`src/rtl/spi_port_pkg.sv`:
```
package spi_port_pkg;

    typedef enum logic [1:0] {
        M_IDLE = 2'd0,
        M_RUN  = 2'd1,
        M_DONE = 2'd2
    } mst_state_t;

    typedef enum logic [1:0] {
        S_OFF   = 2'd0,
        S_DESEL = 2'd1,
        S_SEL   = 2'd2
    } slv_state_t;

    typedef struct packed {
        logic       spif;
        logic       wcol;
        logic       en;
        logic       mst;
        logic       cpol;
        logic       cpha;
        logic [1:0] rate;
    } ctrl_t;

endpackage

```
`src/rtl/spi_port_ratediv.sv`:
```
module spi_port_ratediv #(
    parameter int DIV0 = 4,
    parameter int DIV1 = 8,
    parameter int DIV2 = 32,
    parameter int DIV3 = 64
) (
    input  logic       clk,
    input  logic       rst_n,
    input  logic       run_i,
    input  logic [1:0] code_i,
    output logic       tick_o
);
    localparam int HC_W = $clog2(DIV3 / 2) + 1;

    logic [HC_W-1:0] cnt_q;
    logic [HC_W-1:0] lim;

    always_comb begin
        unique case (code_i)
            2'd0:    lim = HC_W'(DIV0 / 2 - 1);
            2'd1:    lim = HC_W'(DIV1 / 2 - 1);
            2'd2:    lim = HC_W'(DIV2 / 2 - 1);
            default: lim = HC_W'(DIV3 / 2 - 1);
        endcase
    end

    assign tick_o = run_i && (cnt_q == lim);

    always_ff @(posedge clk or negedge rst_n) begin
        if (!rst_n) begin
            cnt_q <= '0;
        end else if (!run_i || tick_o) begin
            cnt_q <= '0;
        end else begin
            cnt_q <= cnt_q + 1'b1;
        end
    end

endmodule

```
`src/rtl/spi_port_master.sv`:
```
module spi_port_master
    import spi_port_pkg::*;
#(
    parameter int DW   = 8,
    parameter int DIV0 = 4,
    parameter int DIV1 = 8,
    parameter int DIV2 = 32,
    parameter int DIV3 = 64
) (
    input  logic          clk,
    input  logic          rst_n,
    input  logic          en_i,
    input  logic          cpol_i,
    input  logic          cpha_i,
    input  logic [1:0]    rate_i,
    input  logic          load_i,
    input  logic          start_i,
    input  logic [DW-1:0] wdata_i,
    input  logic          miso_i,
    output logic          sck_o,
    output logic          mosi_o,
    output logic          busy_o,
    output logic          done_o,
    output logic [DW-1:0] rx_o
);
    localparam int EW = $clog2(2 * DW);
    localparam logic [EW-1:0] LAST_EDGE = EW'(2 * DW - 1);

    mst_state_t    state, nxt;
    logic [EW-1:0] edge_q;
    logic [DW-1:0] shreg_q;
    logic [DW-1:0] rxsh_q;
    logic          sck_q;
    logic          run;
    logic          tick;
    logic          sample_edge;
    logic          launch_edge;

    assign run = (state == M_RUN);

    spi_port_ratediv #(
        .DIV0(DIV0), .DIV1(DIV1), .DIV2(DIV2), .DIV3(DIV3)
    ) u_div (
        .clk    (clk),
        .rst_n  (rst_n),
        .run_i  (run),
        .code_i (rate_i),
        .tick_o (tick)
    );

    // sample on even edges for phase 0, odd edges for phase 1
    assign sample_edge = (edge_q[0] == cpha_i);
    assign launch_edge = (edge_q[0] != cpha_i) && (edge_q != '0) && (edge_q != LAST_EDGE);

    always_ff @(posedge clk or negedge rst_n) begin
        if (!rst_n) state <= M_IDLE;
        else        state <= nxt;
    end

    always_comb begin
        nxt = state;
        unique case (state)
            M_IDLE: if (start_i) nxt = M_RUN;
            M_RUN: begin
                if (!en_i)                            nxt = M_IDLE;
                else if (tick && edge_q == LAST_EDGE) nxt = M_DONE;
            end
            M_DONE:  nxt = M_IDLE;
            default: nxt = M_IDLE;
        endcase
    end

    always_ff @(posedge clk or negedge rst_n) begin
        if (!rst_n) begin
            edge_q  <= '0;
            shreg_q <= '0;
            rxsh_q  <= '0;
            sck_q   <= 1'b0;
        end else begin
            unique case (state)
                M_IDLE: begin
                    sck_q  <= cpol_i;
                    edge_q <= '0;
                    if (load_i) shreg_q <= wdata_i;
                end
                M_RUN: begin
                    if (tick) begin
                        sck_q  <= ~sck_q;
                        edge_q <= edge_q + 1'b1;
                        if (sample_edge) rxsh_q  <= {rxsh_q[DW-2:0], miso_i};
                        if (launch_edge) shreg_q <= {shreg_q[DW-2:0], 1'b0};
                    end
                end
                M_DONE: begin
                    sck_q  <= cpol_i;
                    edge_q <= '0;
                end
                default: begin
                    sck_q <= cpol_i;
                end
            endcase
        end
    end

    always_comb begin
        busy_o = (state != M_IDLE);
        done_o = (state == M_DONE);
        rx_o   = rxsh_q;
        mosi_o = shreg_q[DW-1];
        sck_o  = sck_q;
    end


    mosi_hold_chk: assert property (@(posedge clk) disable iff (!rst_n)
        (run && tick && sample_edge) |=> $stable(mosi_o));


    idle_level_chk: assert property (@(posedge clk) disable iff (!rst_n)
        (state == M_IDLE && $past(state) == M_IDLE && $past(cpol_i) == cpol_i) |-> (sck_o == cpol_i));

endmodule

```
`src/rtl/spi_port_slave.sv`:
```
module spi_port_slave
    import spi_port_pkg::*;
#(
    parameter int DW = 8
) (
    input  logic          clk,
    input  logic          rst_n,
    input  logic          en_i,
    input  logic          cpol_i,
    input  logic          cpha_i,
    input  logic          load_i,
    input  logic [DW-1:0] wdata_i,
    input  logic          sck_i,
    input  logic          mosi_i,
    input  logic          ss_n_i,
    output logic          miso_o,
    output logic          miso_oe_o,
    output logic          ss_lvl_o,
    output logic          busy_o,
    output logic          done_o,
    output logic [DW-1:0] rx_o
);
    localparam int CW = $clog2(DW);
    localparam logic [CW-1:0] LAST_BIT = CW'(DW - 1);

    slv_state_t    state, nxt;
    logic [2:0]    sck_sr;
    logic [1:0]    mosi_sr;
    logic [1:0]    ss_sr;
    logic          sck_s, sck_d, mosi_s, ss_s;
    logic          sck_edge, leading, trailing;
    logic          sample_ev, launch_ev;
    logic [CW-1:0] cnt_q;
    logic [DW-1:0] shreg_q;
    logic [DW-1:0] rxsh_q;
    logic [DW-1:0] rx_q;
    logic          done_q;

    always_ff @(posedge clk or negedge rst_n) begin
        if (!rst_n) begin
            sck_sr  <= '0;
            mosi_sr <= '0;
            ss_sr   <= '1;
        end else begin
            sck_sr  <= {sck_sr[1:0], sck_i};
            mosi_sr <= {mosi_sr[0], mosi_i};
            ss_sr   <= {ss_sr[0], ss_n_i};
        end
    end

    assign sck_s  = sck_sr[1];
    assign sck_d  = sck_sr[2];
    assign mosi_s = mosi_sr[1];
    assign ss_s   = ss_sr[1];

    assign sck_edge  = sck_s ^ sck_d;
    assign leading   = sck_edge && (sck_s != cpol_i);
    assign trailing  = sck_edge && (sck_s == cpol_i);
    assign sample_ev = cpha_i ? trailing : leading;
    assign launch_ev = cpha_i ? leading : trailing;

    always_ff @(posedge clk or negedge rst_n) begin
        if (!rst_n) state <= S_OFF;
        else        state <= nxt;
    end

    always_comb begin
        nxt = state;
        unique case (state)
            S_OFF:   if (en_i) nxt = S_DESEL;
            S_DESEL: begin
                if (!en_i)      nxt = S_OFF;
                else if (!ss_s) nxt = S_SEL;
            end
            S_SEL: begin
                if (!en_i)     nxt = S_OFF;
                else if (ss_s) nxt = S_DESEL;
            end
            default: nxt = S_OFF;
        endcase
    end

    always_ff @(posedge clk or negedge rst_n) begin
        if (!rst_n) begin
            cnt_q   <= '0;
            shreg_q <= '0;
            rxsh_q  <= '0;
            rx_q    <= '0;
            done_q  <= 1'b0;
        end else begin
            done_q <= 1'b0;
            if (load_i && cnt_q == '0) shreg_q <= wdata_i;
            if (state == S_SEL) begin
                if (sample_ev) begin
                    rxsh_q <= {rxsh_q[DW-2:0], mosi_s};
                    if (cnt_q == LAST_BIT) begin
                        cnt_q  <= '0;
                        done_q <= 1'b1;
                        rx_q   <= {rxsh_q[DW-2:0], mosi_s};
                    end else begin
                        cnt_q <= cnt_q + 1'b1;
                    end
                end else if (launch_ev && cnt_q != '0) begin
                    shreg_q <= {shreg_q[DW-2:0], 1'b0};
                end
            end else begin
                cnt_q <= '0;
            end
        end
    end

    always_comb begin
        miso_o    = shreg_q[DW-1];
        miso_oe_o = (state == S_SEL);
        ss_lvl_o  = ss_s;
        busy_o    = (state == S_SEL) && (cnt_q != '0);
        done_o    = done_q;
        rx_o      = rx_q;
    end


    ss_release_chk: assert property (@(posedge clk) disable iff (!rst_n)
        ss_s |=> !miso_oe_o);


    done_on_sample_chk: assert property (@(posedge clk) disable iff (!rst_n)
        done_q |-> $past(sample_ev));

endmodule

```
`src/rtl/spi_port_regs.sv`:
```
module spi_port_regs
    import spi_port_pkg::*;
#(
    parameter int DW = 8
) (
    input  logic          clk,
    input  logic          rst_n,
    input  logic          sel_data_i,
    input  logic          wr_i,
    input  logic          rd_i,
    input  logic [7:0]    wdata_i,
    input  logic          done_i,
    input  logic [DW-1:0] rx_i,
    input  logic          busy_i,
    input  logic          ss_lvl_i,
    output logic [7:0]    rdata_o,
    output logic          irq_o,
    output logic          en_o,
    output logic          mst_o,
    output logic          cpol_o,
    output logic          cpha_o,
    output logic [1:0]    rate_o
);
    ctrl_t         ctrl_q;
    logic [DW-1:0] rxbuf_q;
    logic          wr_ctrl, wr_data, rd_data, coll;

    assign wr_ctrl = wr_i && !sel_data_i;
    assign wr_data = wr_i && sel_data_i;
    assign rd_data = rd_i && sel_data_i;
    assign coll    = wr_data && busy_i;

    always_ff @(posedge clk or negedge rst_n) begin
        if (!rst_n) begin
            ctrl_q  <= '0;
            rxbuf_q <= '0;
        end else begin
            if (wr_ctrl) begin
                ctrl_q.en   <= wdata_i[5];
                ctrl_q.mst  <= wdata_i[4];
                ctrl_q.cpol <= wdata_i[3];
                ctrl_q.cpha <= wdata_i[2];
                ctrl_q.rate <= wdata_i[1:0];
            end
            if (done_i)                       ctrl_q.spif <= 1'b1;
            else if (wr_ctrl && !wdata_i[7])  ctrl_q.spif <= 1'b0;
            else if (rd_data)                 ctrl_q.spif <= 1'b0;
            if (coll)                         ctrl_q.wcol <= 1'b1;
            else if (wr_ctrl && !wdata_i[6])  ctrl_q.wcol <= 1'b0;
            if (done_i) rxbuf_q <= rx_i;
        end
    end

    always_comb begin
        if (sel_data_i) begin
            rdata_o = 8'(rxbuf_q);
        end else begin
            rdata_o = {ctrl_q.spif, ctrl_q.wcol, ctrl_q.en, ctrl_q.mst,
                       ctrl_q.cpol, ctrl_q.cpha, ctrl_q.rate[1],
                       (ctrl_q.en && !ctrl_q.mst) ? ss_lvl_i : ctrl_q.rate[0]};
        end
        irq_o  = ctrl_q.spif;
        en_o   = ctrl_q.en;
        mst_o  = ctrl_q.mst;
        cpol_o = ctrl_q.cpol;
        cpha_o = ctrl_q.cpha;
        rate_o = ctrl_q.rate;
    end


    flag_set_chk: assert property (@(posedge clk) disable iff (!rst_n)
        $rose(ctrl_q.spif) |-> $past(done_i));


    wcol_set_chk: assert property (@(posedge clk) disable iff (!rst_n)
        $rose(ctrl_q.wcol) |-> $past(wr_i && sel_data_i && busy_i));


    rd_clear_chk: assert property (@(posedge clk) disable iff (!rst_n)
        (rd_i && sel_data_i && !done_i) |=> !irq_o);

endmodule

```
`src/rtl/spi_port.sv`:
```
module spi_port
    import spi_port_pkg::*;
#(
    parameter int DW   = 8,
    parameter int DIV0 = 4,
    parameter int DIV1 = 8,
    parameter int DIV2 = 32,
    parameter int DIV3 = 64
) (
    input  logic       clk,
    input  logic       rst_n,
    input  logic       reg_sel_i,
    input  logic       wr_en_i,
    input  logic       rd_en_i,
    input  logic [7:0] wdata_i,
    output logic [7:0] rdata_o,
    output logic       irq_o,
    input  logic       sck_i,
    output logic       sck_o,
    output logic       sck_oe_o,
    input  logic       mosi_i,
    output logic       mosi_o,
    output logic       mosi_oe_o,
    input  logic       miso_i,
    output logic       miso_o,
    output logic       miso_oe_o,
    input  logic       ss_n_i
);
    logic          en, mst, cpol, cpha;
    logic [1:0]    rate;
    logic          wr_data;
    logic          m_busy, m_done, s_busy, s_done, ss_lvl;
    logic [DW-1:0] m_rx, s_rx, rx_sel;
    logic          m_en, s_en, m_start, m_load, s_load;

    assign wr_data = wr_en_i && reg_sel_i;
    assign m_en    = en && mst;
    assign s_en    = en && !mst;
    assign m_load  = wr_data && !m_busy;
    assign m_start = m_load && m_en;
    assign s_load  = wr_data && !s_busy;
    assign rx_sel  = m_done ? m_rx : s_rx;

    spi_port_regs #(.DW(DW)) u_regs (
        .clk        (clk),
        .rst_n      (rst_n),
        .sel_data_i (reg_sel_i),
        .wr_i       (wr_en_i),
        .rd_i       (rd_en_i),
        .wdata_i    (wdata_i),
        .done_i     (m_done || s_done),
        .rx_i       (rx_sel),
        .busy_i     (m_busy || s_busy),
        .ss_lvl_i   (ss_lvl),
        .rdata_o    (rdata_o),
        .irq_o      (irq_o),
        .en_o       (en),
        .mst_o      (mst),
        .cpol_o     (cpol),
        .cpha_o     (cpha),
        .rate_o     (rate)
    );

    spi_port_master #(
        .DW(DW), .DIV0(DIV0), .DIV1(DIV1), .DIV2(DIV2), .DIV3(DIV3)
    ) u_mst (
        .clk     (clk),
        .rst_n   (rst_n),
        .en_i    (m_en),
        .cpol_i  (cpol),
        .cpha_i  (cpha),
        .rate_i  (rate),
        .load_i  (m_load),
        .start_i (m_start),
        .wdata_i (wdata_i[DW-1:0]),
        .miso_i  (miso_i),
        .sck_o   (sck_o),
        .mosi_o  (mosi_o),
        .busy_o  (m_busy),
        .done_o  (m_done),
        .rx_o    (m_rx)
    );

    spi_port_slave #(.DW(DW)) u_slv (
        .clk       (clk),
        .rst_n     (rst_n),
        .en_i      (s_en),
        .cpol_i    (cpol),
        .cpha_i    (cpha),
        .load_i    (s_load),
        .wdata_i   (wdata_i[DW-1:0]),
        .sck_i     (sck_i),
        .mosi_i    (mosi_i),
        .ss_n_i    (ss_n_i),
        .miso_o    (miso_o),
        .miso_oe_o (miso_oe_o),
        .ss_lvl_o  (ss_lvl),
        .busy_o    (s_busy),
        .done_o    (s_done),
        .rx_o      (s_rx)
    );

    assign sck_oe_o  = m_en;
    assign mosi_oe_o = m_en;


    no_start_disabled_chk: assert property (@(posedge clk) disable iff (!rst_n)
        (!en && !m_busy) |=> !m_busy);

endmodule

```
`config.mk`:
```
export PLATFORM = sky130hd
export DESIGN_NAME = spi_port
export DESIGN_NICKNAME = d
export VERILOG_FILES = /design/src/rtl/spi_port_pkg.sv /design/src/rtl/spi_port_ratediv.sv /design/src/rtl/spi_port_master.sv /design/src/rtl/spi_port_slave.sv /design/src/rtl/spi_port_regs.sv /design/src/rtl/spi_port.sv
export SDC_FILE = /design/constraint.sdc
export NUM_CORES = 1
export LEC_CHECK = 0
export ABC_CLOCK_PERIOD_IN_PS = 2400
export BUFFER_PORTS_ARGS = -buffer_cell sky130_fd_sc_hd__buf_2
export CORE_ASPECT_RATIO = 0.6
export CORE_MARGIN = 2
export CORE_UTILIZATION = 25
export CTS_CLUSTER_DIAMETER = 100
export DETAILED_ROUTE_END_ITERATION = 8
export HOLD_SLACK_MARGIN = 0.03
export SKIP_LAST_GASP = 1
export SLEW_MARGIN = 20
export SYNTH_ARGS = -nofsm -noshare
export SYNTH_HDL_FRONTEND = slang
export SYNTH_HIERARCHICAL = 1
export SYNTH_SLANG_ARGS = --single-unit
```
`constraint.sdc`:
```
create_clock -name clk -period 2.4 [get_ports clk]
set_input_delay 0.24 -clock clk [delete_from_list [all_inputs] [get_ports clk]]
set_output_delay 0.24 -clock clk [all_outputs]
set_load 0.03 [all_outputs]
```
Yosys cells after proc, flatten, opt, wreduce, memory -nomap -nowiden --
Index checks and enable logic that the tools add are counted. W data, S select, Z words.
Cells by class: add/subtract/negate cells 3, reductions and logical operators 49, bitwise logic cells 2, eq/ne operators 23, muxes and demuxes 40
Operator list (count):
- $mux W8 | 9
- $logic_and A1 B1 Y1 | 20
- $mux W2 | 8
- $pmux W8 S2 | 1
- $pmux W5 S3 | 1
- $mux W1 | 13
- $mux W3 | 3
- $reduce_and A3 Y1 | 3
- $ne A2 B1 Y1 const B | 4
- $pmux W4 S2 | 1
- $reduce_bool A2 Y1 | 4
- $logic_not A1 Y1 | 7
- $add A6 B1 Y6 const B | 1
- $eq A2 B1 Y1 const B | 3
- $eq A2 B2 Y1 const B | 3
- $eq A6 B5 Y1 | 1
- $logic_not A2 Y1 | 3
- $mux W6 | 1
- $ne A3 B3 Y1 const B | 2
- $pmux W2 S3 | 1
- $reduce_and A2 Y1 | 3
- $reduce_bool A3 Y1 | 2
- $add A4 B1 Y4 const B | 1
- $eq A4 B4 Y1 const B | 1
- other kinds (16) | 21
Storage, ports and cells: input bits 17, register bits after elaboration 81, output and inout port bits 15

Logic depth before layout (Yosys ltp) --
depth after elaboration 9, mapped depth 9, depth with buffers taken out 8

Modules after synthesis --
The synthesis kept the hierarchy.
Modules (own cells, without submodules):
- spi_port_slave | seq. area each 903.4 um^2, times used 1, cells an instance 99, area an instance 1555.2 um^2
- spi_port_master | seq. area each 575.6 um^2, times used 1, cells an instance 114, area an instance 1221.2 um^2
- spi_port_regs | seq. area each 400.4 um^2, times used 1, cells an instance 54, area an instance 757.0 um^2
- spi_port_ratediv | seq. area each 150.1 um^2, times used 1, cells an instance 36, area an instance 356.6 um^2
- spi_port | seq. area each 0.0 um^2, times used 1, cells an instance 18, area an instance 182.7 um^2

Least setup slack after synthesis --
Ideal clock, no wire load.
kind reg-to-reg, start point register u_regs/rate_o[1] (netlist name), end point register u_mst.edge_q[3], buffers on the path 1, arrival time 2104 ps, setup slack 177 ps, stages on the path, launching flop included 9, cell sequence dfrtp_1 > buf_4 > or4_1 > o311ai_2 > and3_1 > nor2b_1 > nand4_1 > xnor2_1 > and2_1
On the way: word-level cells in the longest chain between the ends 6
RTL lines:
- $eq A2 B2 Y1 (tied with other cells) | line spi_port_ratediv.sv:19 | unique case (code_i)
- $pmux W5 S3 * | line spi_port_ratediv.sv:19
- $eq A6 B5 Y1 * | line spi_port_ratediv.sv:27 | assign tick_o = run_i && (cnt_q == lim);
- $logic_and A1 B1 Y1 * | line spi_port_ratediv.sv:27
- named net u_mst.tick | line spi_port_master.sv:35 | logic tick;
- $ne A2 B1 Y1 (no line) *
- $reduce_and A2 Y1 (no line) *
- to (signal assigned) | line spi_port_master.sv:89 | edge_q <= edge_q + 1'b1;
- to (decl) | line spi_port_master.sv:30 | logic [EW-1:0] edge_q;
Mark *: on every way through the listed nets, which the timed path passes. The rest lies on a longest branch. A chain may end at the register's enable or synchronous reset.

Worst setup path in the final report --
start point register u_mst.u_div.cnt_q[4], end point register u_mst.shreg_q[5]
On the way: word-level cells in the longest chain between the ends 4
RTL lines:
- from (decl) | line spi_port_ratediv.sv:15 | logic [HC_W-1:0] cnt_q;
- from (signal assigned) | line spi_port_ratediv.sv:35 | cnt_q <= cnt_q + 1'b1;
- $eq A6 B5 Y1 | line spi_port_ratediv.sv:27
- $logic_and A1 B1 Y1 | line spi_port_ratediv.sv:27
- named net u_mst.tick | line spi_port_master.sv:35
- $ne A2 B1 Y1 (no line)
- $reduce_and A4 Y1 (no line)
- to (signal assigned) | line spi_port_master.sv:84 | if (load_i) shreg_q <= wdata_i;
- to (signal assigned) | line spi_port_master.sv:91 | if (launch_edge) shreg_q <= {shreg_q[DW-2:0], 1'b0};
- to (decl) | line spi_port_master.sv:31 | logic [DW-1:0] shreg_q;
The timed path passes the listed nets, and every way through them passes these cells.

==> impl_metrics.json <==
{
  "clock-sinks": 81,
  "avgSynthCellArea_um2": 12.7,
  "totalWireLength_mm": 8.89,
  "final_hpwl_from_detailed_placement_mm": 6.64,
  "cts_max_path_buffers": 2,
  "clock_tree.htree_level_count": 3,
  "post_route_cells_drive_above_1_share": 0.359,
  "worstSkewPairLatency_ns": 0.34,
  "cts_root_buf": "clkbuf_16",
  "timing_worst_slew_pin_value_ns": 0.577,
  "cts_inserted_buffers": 9,
  "hold_path.class": "in2reg",
  "cts_setup_buffers": 0,
  "worst_skew_ns": 0.00487,
  "global_route.usage.total": 0.109,
  "synth_enable_flop_cells": 0,
  "grt_max_degree": 39,
  "synth.cell_area_um2": 4070,
  "pin_count": 32,
  "ys_dominant_reg_cell": "dfrtp_1",
  "start_util": 0.253,
  "critical_path_buffer_and_inverter_count": 3,
  "fin_worst_hold_slack_ns": 0.159,
  "finalCriticalPeriod_ns": 2.23,
  "dr.first_iter.drc_count": 97,
  "die_width_um": 169,
  "synth_fp_nets": 344,
  "critical_path_class": "reg2reg",
  "cap_viol_max_count": 0,
  "max_freq_mhz": 448,
  "post_synth_inst_count": 321,
  "drtAntennaViolNets": 0,
  "yosys_register_bits": 81,
  "detail_route.drc_violations": 0,
  "fillerInstances": 1605,
  "timing.final.max_slew_violations": 0,
  "crit_chain": "or4_1, o311ai_2, and3_4, buf_4, inv_1, a21oi_1, buf_4, o22ai_1, a21oi_1",
  "postSynth.asyncResetShare": 1.00,
  "worstHoldPathCells": 2,
  "dominant_delay_contributor_by_cell_family_on_the_critical_path": "simple AND/OR/NAND/NOR gates",
  "startpoint_type": "flop",
  "crit_cells": 9,
  "synthDistinctLibCells": 51,
  "gp_congestion": 0.783,
  "worst_path_largest_cell_delay_ns": 0.55,
  "required_time_worst_endpoint_ns": 2.66,
  "worst_slew_margin_rel": 0.615,
  "setup_total_negative_slack_ns": 0,
  "cpMaxStageDelayCell": "or4_1",
  "globalRoute.totalOverflow": 0,
  "cellPowerDensity_nw_per_um2": 719,
  "hold_viol": 0,
  "design.final.nets": 386,
  "critical_path_arrival_ns": 2.49,
  "dieHeight_um": 103,
  "antenna_violations_before_repair": 0,
  "port_buffers": 31,
  "cellLeakagePower_uw": 0.00222,
  "clk_transition_reported_paths_ns": 0.06,
  "cp_max_fo": 12,
  "antenna_cells_inserted": 0,
  "ys_seq_area_frac": 0.498,
  "dr_total_vias": 2545,
  "first_global_vias": 2489,
  "setup_viol": 0,
  "worst-r2r-cell-count": 9,
  "post-route-period-util": 0.929,
  "rsz_0062_raised_after_global_routing": "false",
  "detail_route.wl_per_cell_um": 15.4,
  "count_of_tritonroute_iterations_in_the_first_routing_pass": 4,
  "outcome": "finished clean",
  "nature_of_the_critical_path_endpoint": "flop",
  "layout-area-overhead-vs-synth_pct": 18.6,
  "yosys_warnings": 6,
  "placement_rows": 36,
  "maximum_vdd_ir_drop_mv": 0.273,
  "core_area_um2": 16100,
  "route.detailed.vias_per_inst": 4.41,
  "grt_first_pass_wirelength_mm": 14.0,
  "floorplan.die_area_um2": 17400,
  "tritoncts": "built"
}
==> layout by cell type (no fill, tap or decap), drive strengths merged, types with 3 or more instances in the layout <==
cell,netlist,final
a211oi,4,4
a21oi,15,15
a22o,4,4
and2,4,4
and3,4,4
buf,11,43
clkbuf,5,14
dfrtp,79,79
dlygate4sd3,0,4
ha,6,6
inv,14,14
mux2,67,67
mux2i,10,10
nand2,10,10
nand2b,13,13
nand3,6,6
nor2,11,11
nor2b,8,8
o22a,7,7
o22ai,8,8
or2,3,3
xnor2,8,8
xor2,3,3
==> final cells by class <==
class                           instances  area (um2)  area share
Clock buffer                           14         274      0.0567
Clock inverter                          2        35.0     0.00725
Inverter                               14        52.6      0.0109
Multi-Input combinational cell        210        1890       0.391
Sequential cell                        81        2030       0.420
Tap cell                              209         262      0.0541
Timing Repair Buffer                   47         288      0.0596
==> layer usage <==
metal	share of wire	global-route usage	routed length (um)	up-vias
li1	-	-	-	1223
met1	0.53	0.158	4750	1279
met2	0.41	0.154	3630	37
met3	0.046	0.0369	412	6
met4	0.011	0.0318	99	0
met5	0	0	0	-
==> metrics by stage <==
stage	worst slack [ns]	instance area [um2]	power [uW]	cells	utilization
after detailed placement	0.0818	4470	2090	557	0.278
after floorplan	0.177	4070	1930	321	-
final	0.169	4830	3470	577	0.300
after CTS	0.0701	4820	3520	577	0.300
after global routing	0.0137	4830	3650	577	0.300
after global placement	0.162	4470	2080	557	0.278
==> worst register-to-register path, delay by kind of cell (launching register included) <==
| family | cells | cell delay (ns) |
|---|---|---|
| DFF | 1 | 0.44 |
| and+or+nand+nor | 2 | 0.82 |
| AOI/OAI and AO/OA | 4 | 0.48 |
| buffers and inverters | 3 | 0.41 |
==> synthesized netlist by cell type, types with 2 or more instances <==
library cell  count  share of area
and2_1            4         0.0061
clkbuf_1          5         0.0046
ha_1              6          0.018
buf_6             4          0.011
a211oi_1          3         0.0055
nand3_1           6         0.0074
buf_4             4         0.0074
mux2_4           24          0.088
a21o_1            2         0.0037
dfstp_2           2          0.013
mux2_1            7          0.019
dfrtp_1          79           0.49
nand2_1           8         0.0074
nor2_1           11          0.010
xor2_1            3         0.0065
or2_2             2         0.0031
mux2_2           36           0.10
mux2i_1          10          0.025
o22ai_1           8          0.012
nand4_1           2         0.0031
o22a_1            7          0.015
a21oi_1          15          0.018
a22o_1            4         0.0086
nand2b_1         13          0.020
and3_1            2         0.0031
inv_1            13          0.012
nor4bb_1          2         0.0049
xnor2_1           7          0.015
nor2b_1           8          0.012
buf_2             3         0.0037
==> repair_timing <==
action / 4_1_cts / 5_1_grt
hold endpoints to repair: 39 / 0
setup endpoints to repair: 0 / 7
resized for setup: 0 / 2
hold buffers: 4 / 0
==> registers in the layout, summed over array words and instances (netlist names), 2 cells and up <==
| name | cells |
|---|---|
| u_slv/state | 2 |
| u_regs/rate_o | 2 |
| u_mst/shreg_q | 8 |
| u_slv/sck_sr | 3 |
| u_regs/rxbuf_q | 8 |
| u_slv/rxsh_q | 7 |
| u_slv/rx_o | 8 |
| u_slv/shreg_q | 8 |
| u_slv/ss_sr | 2 |
| u_mst/state | 2 |
| u_mst/edge_q | 4 |
| u_mst/u_div/cnt_q | 6 |
| u_mst/rx_o | 8 |
| u_slv/mosi_sr | 2 |
| u_slv/cnt_q | 3 |
==> cell families (layout without fill, tap and decap cells) <==
family,count (synthesis),in the layout,synth area share
compound gates,46,46,0.0836
xor+xnor,11,11,0.0255
fa+ha+maj,7,7,0.0209
buf+inv,30,77,0.0396
flops,81,81,0.498
mux,77,77,0.232
simple gates,69,69,0.100
==> report_power, final <==
part           switching (uW)  internal, uW
clock                     512           889
combinational             262           231
sequential                105          1470
==> final timing paths <==
kind | from | to | slack, ns
hold / removal | miso_i | u_mst/rx_o[0] | 0.16
hold reg to reg | u_slv/mosi_sr[0] | u_slv/mosi_sr[1] | 0.35
setup / recovery | u_mst/u_div/cnt_q[4] | u_mst/shreg_q[5] | 0.17
min in group asynchronous | rst_n | u_regs/rxbuf_q[2] | 0.42
max in group asynchronous | rst_n | u_slv/ss_sr[0] | 1.26
setup reg to reg | u_mst/u_div/cnt_q[4] | u_mst/shreg_q[5] | 0.17
No activity file was read; power rests on OpenSTA's default activity.
